$ cat src/rtl/brownout_rst_seq.sv
module brownout_rst_seq #(
  parameter int RELEASE_CYCLES = 1376
) (
  input  logic clk,
  input  logic rst_pin_n,
  input  logic supply_low_i,
  input  logic pd_arm_i,
  input  logic pd_enter_i,
  input  logic pd_wake_i,
  input  logic keep_on_i,
  output logic det_en_o,
  output logic sys_rst_o
);
  localparam int CNT_W = $clog2(RELEASE_CYCLES);
  localparam logic [CNT_W-1:0] CNT_LAST = CNT_W'(RELEASE_CYCLES - 1);

  logic             low_s1, low_s2;
  logic             in_rst, keep, armed, pd;
  logic [CNT_W-1:0] cnt;
  logic             low_det;

  assign det_en_o  = keep | ~pd;
  assign low_det   = det_en_o & low_s2;
  assign sys_rst_o = in_rst;

  always_ff @(posedge clk or negedge rst_pin_n) begin
    if (!rst_pin_n) begin
      low_s1 <= 1'b0;
      low_s2 <= 1'b0;
    end else begin
      low_s1 <= supply_low_i;
      low_s2 <= low_s1;
    end
  end

  always_ff @(posedge clk or negedge rst_pin_n) begin
    if (!rst_pin_n) begin
      in_rst <= 1'b1;
      cnt    <= '0;
    end else if (low_det) begin
      in_rst <= 1'b1;
      cnt    <= '0;
    end else if (in_rst) begin
      if (cnt == CNT_LAST) begin
        in_rst <= 1'b0;
        cnt    <= '0;
      end else begin
        cnt <= cnt + 1'b1;
      end
    end
  end

  always_ff @(posedge clk or negedge rst_pin_n) begin
    if (!rst_pin_n)     keep <= 1'b0;
    else if (in_rst)    keep <= 1'b0;
    else if (keep_on_i) keep <= 1'b1;
  end

  always_ff @(posedge clk or negedge rst_pin_n) begin
    if (!rst_pin_n) begin
      armed <= 1'b0;
      pd    <= 1'b0;
    end else if (in_rst || pd_wake_i) begin
      armed <= 1'b0;
      pd    <= 1'b0;
    end else if (pd_enter_i && armed) begin
      armed <= 1'b0;
      pd    <= 1'b1;
    end else if (pd_arm_i) begin
      armed <= 1'b1;
    end
  end


  rst_cause_chk: assert property (@(posedge clk) disable iff (!rst_pin_n)
    $rose(sys_rst_o) |-> $past(low_det));


  cnt_bound_chk: assert property (@(posedge clk) disable iff (!rst_pin_n)
    cnt <= CNT_LAST);


  release_cnt_chk: assert property (@(posedge clk) disable iff (!rst_pin_n)
    $fell(sys_rst_o) |-> ($past(cnt) == CNT_LAST && !$past(low_det)));


  pd_entry_chk: assert property (@(posedge clk) disable iff (!rst_pin_n)
    $rose(pd) |-> $past(armed && pd_enter_i));


  keep_clear_chk: assert property (@(posedge clk) disable iff (!rst_pin_n)
    $fell(keep) |-> $past(in_rst));


  rst_ends_pd_chk: assert property (@(posedge clk) disable iff (!rst_pin_n)
    sys_rst_o |=> !pd);
endmodule

$ cat config.mk
export PLATFORM = sky130hd
export DESIGN_NAME = brownout_rst_seq
export DESIGN_NICKNAME = d
export VERILOG_FILES = /design/src/rtl/brownout_rst_seq.sv
export SDC_FILE = /design/constraint.sdc
export NUM_CORES = 1
export LEC_CHECK = 0
export BUFFER_PORTS_ARGS = -buffer_cell sky130_fd_sc_hd__buf_2
export CORE_UTILIZATION = 58
export DETAILED_ROUTE_END_ITERATION = 12
export MAX_ROUTING_LAYER = met4
export PLACE_DENSITY = 0.88
export REMOVE_ABC_BUFFERS = 1
export SETUP_SLACK_MARGIN = 0.2
export SLEW_MARGIN = 5
export SYNTH_ARGS = -nofsm -noshare
export SYNTH_HDL_FRONTEND = slang
export SYNTH_SLANG_ARGS = --single-unit
$ cat constraint.sdc
create_clock -name clk -period 3.82 [get_ports clk]
set_input_delay 0.382 -clock clk [delete_from_list [all_inputs] [get_ports clk]]
set_output_delay 0.382 -clock clk [all_outputs]
set_load 0.01 [all_outputs]
=== Yosys cells after proc, flatten, opt, wreduce, memory -nomap -nowiden ===
Cells that the tools add are included.

* Register bits: 17
* Input bits: 7
* Output and inout bits: 2
* Logic and storage cells: 31

* $add $sub $neg: 1
* Equal/unequal tests: 1
* Mux-type cells: 13
* Bitwise gates (word level): 3
* Reduce and logical (&&, ||, !) cells: 6

{| class="wikitable"
|+ Operators with widths
! cell !! number
|-
| $mux W11 || 3
|-
| $add A11 B1 Y11 const B || 1
|-
| $eq A11 B11 Y1 const B || 1
|-
| $mux W1 || 10
|-
| $reduce_bool A2 Y1 || 3
|-
| $reduce_bool A3 Y1 || 1
|-
| $and A1 B1 Y1 || 1
|-
| $logic_and A1 B1 Y1 || 1
|-
| $logic_or A1 B1 Y1 || 1
|-
| $not A1 Y1 || 1
|-
| $or A1 B1 Y1 || 1
|}

=== Longest topological paths before layout ===
* Depth in word-level cells: 4
* Depth in mapped cells: 5
* Mapped depth without buffers: 5

=== Least setup slack after synthesis ===
Ideal clock, no wire load.

* Path type: register to register
* Start point: reg cnt[0]
* End point: reg cnt[9]
* Library setup time: 0.111 ns
* Arrival time: 1.422 ns
* Required time: 3.709 ns
* Slack: 2.287 ns
* Stages on the path, launching flop included: 6
* Path buffers: 0
* Clock period less this slack: 1.533 ns
* Cell sequence: dfrtp_1 ha_1 and4_2 nand4_2 inv_1 a2111oi_2

* Cells in the longest elaborated chain, start to end: 4
* Elaborated cells between the ends (all ways): 5
* Those cells by class: add/sub (1); eq/ne (1); mux (3)

{| class="wikitable"
|+ RTL lines
! item !! line !! RTL
|-
| start, declared || 19 || <nowiki>logic [CNT_W-1:0] cnt;</nowiki>
|-
| start signal, assigned || 48 || <nowiki>cnt <= cnt + 1'b1;</nowiki>
|-
| $add A11 B1 Y11 or $eq A11 B11 Y1 (tied branches) || 48, 44 ||
|-
| $mux W11 (*) || 44 || <nowiki>if (cnt == CNT_LAST) begin</nowiki>
|-
| $mux W11 (*) || 43 || <nowiki>end else if (in_rst) begin</nowiki>
|-
| $mux W11 (*) || 40 || <nowiki>end else if (low_det) begin</nowiki>
|}

Mark *: on every way between the ends. The rest lies on a longest branch, timed or not. The select of a mux whose other input is x is not followed.
A chain may end at the register's enable or synchronous reset.

=== Final worst setup path ===
* Start point: reg in_rst (netlist: sys_rst_o)
* End point: reg cnt[7]

* Cells in the longest elaborated chain, start to end: 1

{| class="wikitable"
|+ RTL lines
! item !! line !! RTL
|-
| start, declared || 18 || <nowiki>logic in_rst, keep, armed, pd;</nowiki>
|-
| start signal, assigned || 38 || <nowiki>in_rst <= 1'b1;</nowiki>
|-
| start signal, assigned || 41 || <nowiki>in_rst <= 1'b1;</nowiki>
|-
| start signal, assigned || 45 || <nowiki>in_rst <= 1'b0;</nowiki>
|-
| $reduce_bool A2 Y1 (no source line) || - ||
|}

No other way between the ends.

==> qor.txt <==
Status: finished, final reports clean
Clock skew: 1.33 ps
Pre-CTS WS: 2160 ps
Antenna violations before repair: 0
Vias: 694
GP Congestion: 0.815
# clock sinks: 17
GRT overflow: 0
DRC: 0
Number of global-route vias before repair: 611
Root Buffer: clkbuf_4
Vias per inst: 6.37
Total GRT Usage: 0.276
Share of layout cells above drive strength 1: 0.234
Slew @ Worst Pin: 482 ps
CTS resizes: 0
Post-route ant nets: 0
Fin Setup TNS: 0 ps
Min Tclk post-route: 1670 ps
RSZ-0062 raised after global routing: false
CTS tree: done
Class of the worst hold path: input pin to flip-flop
Peak VDD IR: 255 uV
Synth cell types: 33
Io pins: 9
Fill count: 112
Core ar.: 1330 sq um
Final Hold Viols: 0
Fmax: 0.598 GHz
Die Wd: 40.4 um
Synth Cell Area: 855 sq um
Total wire length: 1.69 mm
Post-CTS setup buffers: 0
Final setup viols: 0
Die ar.: 1630 sq um
Critical register-to-register path startpoint: sys_rst_o$_DFF_PN1_
Drt pass-1 iters: 4
First-pass GRT wire length: 2.76 mm
Cts bufs inserted: 3
Critical Path End Type: flip-flop
Post-synth top flop: dfrtp_1
Number of flops mapped to enable cells by yosys: 0
Critical path class: flip-flop to flip-flop
Design area: 936 sq um
Port buffer count: 8
Initial cell density of the core: 0.641
Avg WL per Cell: 15.5 um
Clk Latency, worst-skew pair: 290 ps
CP max FO: 15
Largest net degree at the start of global routing: 18
Worst-path clk slew: 90 ps
DR iter-0 viols: 21
Crit path launch: sys_rst_o$_DFF_PN1_
R2R Setup Slk: 2150 ps
CP endpoint: cnt[7]$_DFFE_PN0P_
Max-cap violations: 0
Detail Placement HPWL: 1.25 mm
Sequential share of the synthesized area: 0.499
Crit share post-route: 0.438
Site Rows: 13
Die Ht: 40.4 um
Synth Area per Inst: 10.2 sq um
Post-synth ARST share: 1.00
Seq cells post-synth: 17
Yosys warnings: 0
Power, Total: 0.000302 W
FF-to-FF path depth: 4
Setup WS post-layout: 2150 ps
Clock Path Buffers: 2
Syn-to-layout area delta: 9.52%
Max Slew Vio Count: 0
Nets: 103
H-Tree Depth: 1
Worst r2r dst: cnt[7]$_DFFE_PN0P_
Antenna Cells: 0
DP Area: 900 sq um
CP Launch Type: flip-flop
Relative slew slack: 0.679
Worst EP required: 4000 ps
PD cells: 322 nW/um^2
Leakage power: 0.408 nW
Cts hold-fix bufs: 1
Crit path arrival time: 1850 ps
Syn Inst Count: 84
-- placed cells by master (no fill, tap or decap), types with 4 or more instances in the layout --
master / n
buf_2: 8
dfrtp_1: 16
inv_1: 4
nand2_1: 10
nand3_1: 5
nor2_1: 6
o21ai_0: 4
-- synthesized netlist by cell type, types with 2 or more instances --
library cell / count / share of area
xor2_1: 2 / 0.021
nand2_1: 10 / 0.044
nand3_2: 2 / 0.023
inv_1: 4 / 0.018
nand4_1: 3 / 0.022
a31oi_1: 3 / 0.022
o22ai_1: 3 / 0.022
buf_2: 2 / 0.012
nor2_1: 6 / 0.026
nor3_1: 2 / 0.012
mux2i_1: 2 / 0.023
a21oi_1: 2 / 0.012
o21ai_0: 4 / 0.023
nand3_1: 5 / 0.029
dfrtp_1: 16 / 0.47
-- final cells by class --
type	instances	area, sq um	area share
clock buffer	4	26.3	0.0281
inverter	4	15.0	0.0160
multi-input combinational	60	399	0.426
sequential	17	427	0.456
tap	15	18.8	0.0201
timing repair buffer	9	50.0	0.0535
-- routing by layer --
metal	global-route usage	wire, um	up-vias
met5	-	0	-
met4	0.125	30	0
met3	0.0333	97	3
met2	0.429	825	27
met1	0.358	737	330
li1	-	-	334
-- power breakdown --
part	switching, W	total (W)	leakage [nW]	internal [W]
Combinational	0.0000120	0.0000193	0.166	0.00000730
Clock	0.0000541	0.0000948	0.0150	0.0000407
Sequential	0.00000405	0.000188	0.227	0.000184
Total	0.0000701	0.000302	0.408	0.000232
-- kinds of logic (layout without fill, tap and decap cells) --
kind of cell | count (synthesis) | count (layout) | synth area share
AOI/OAI and AO/OA | 18 | 18 | 0.149
DFF | 17 | 17 | 0.499
buffers and inverters | 7 | 17 | 0.0337
and+or+nand+nor | 37 | 37 | 0.259
xor gates and xnor gates | 2 | 2 | 0.0205
muxes | 2 | 2 | 0.0234
adders and majority gates | 1 | 1 | 0.0146
-- per-stage QoR --
stage	cells	hold slack (ps)	utilization
2_1_floorplan	81	86.4	-
3_3_place_gp	104	313	0.674
3_5_place_dp	104	315	0.674
6_report	109	191	0.702
4_1_cts	109	193	0.702
5_1_grt	109	190	0.702
-- flip-flops by register name, indices dropped and copies added (netlist names) --
register   cells
sys_rst_o      1
keep           1
armed          1
low_s2         1
cnt           11
pd             1
low_s1         1
-- worst min-delay path by stage --
stage | startpoint | end | cells past startpoint
2_1_floorplan | rst_pin_n | armed$_DFFE_PN0P_ | 0
3_3_place_gp | rst_pin_n | cnt[7]$_DFFE_PN0P_ | 1
3_5_place_dp | rst_pin_n | cnt[10]$_DFFE_PN0P_ | 1
4_1_cts | supply_low_i | low_s1$_DFF_PN0_ | 1
5_1_grt | supply_low_i | low_s1$_DFF_PN0_ | 1
6_report | supply_low_i | low_s1$_DFF_PN0_ | 1
-- worst max-delay path, stage by stage, from the launching register on --
cell,delay [ps]
dfstp_2,690
inv_1,150
or4_4,540
nand3_1,110
o31ai_2,70
Note: power is estimated with default switching activity, not from simulation.
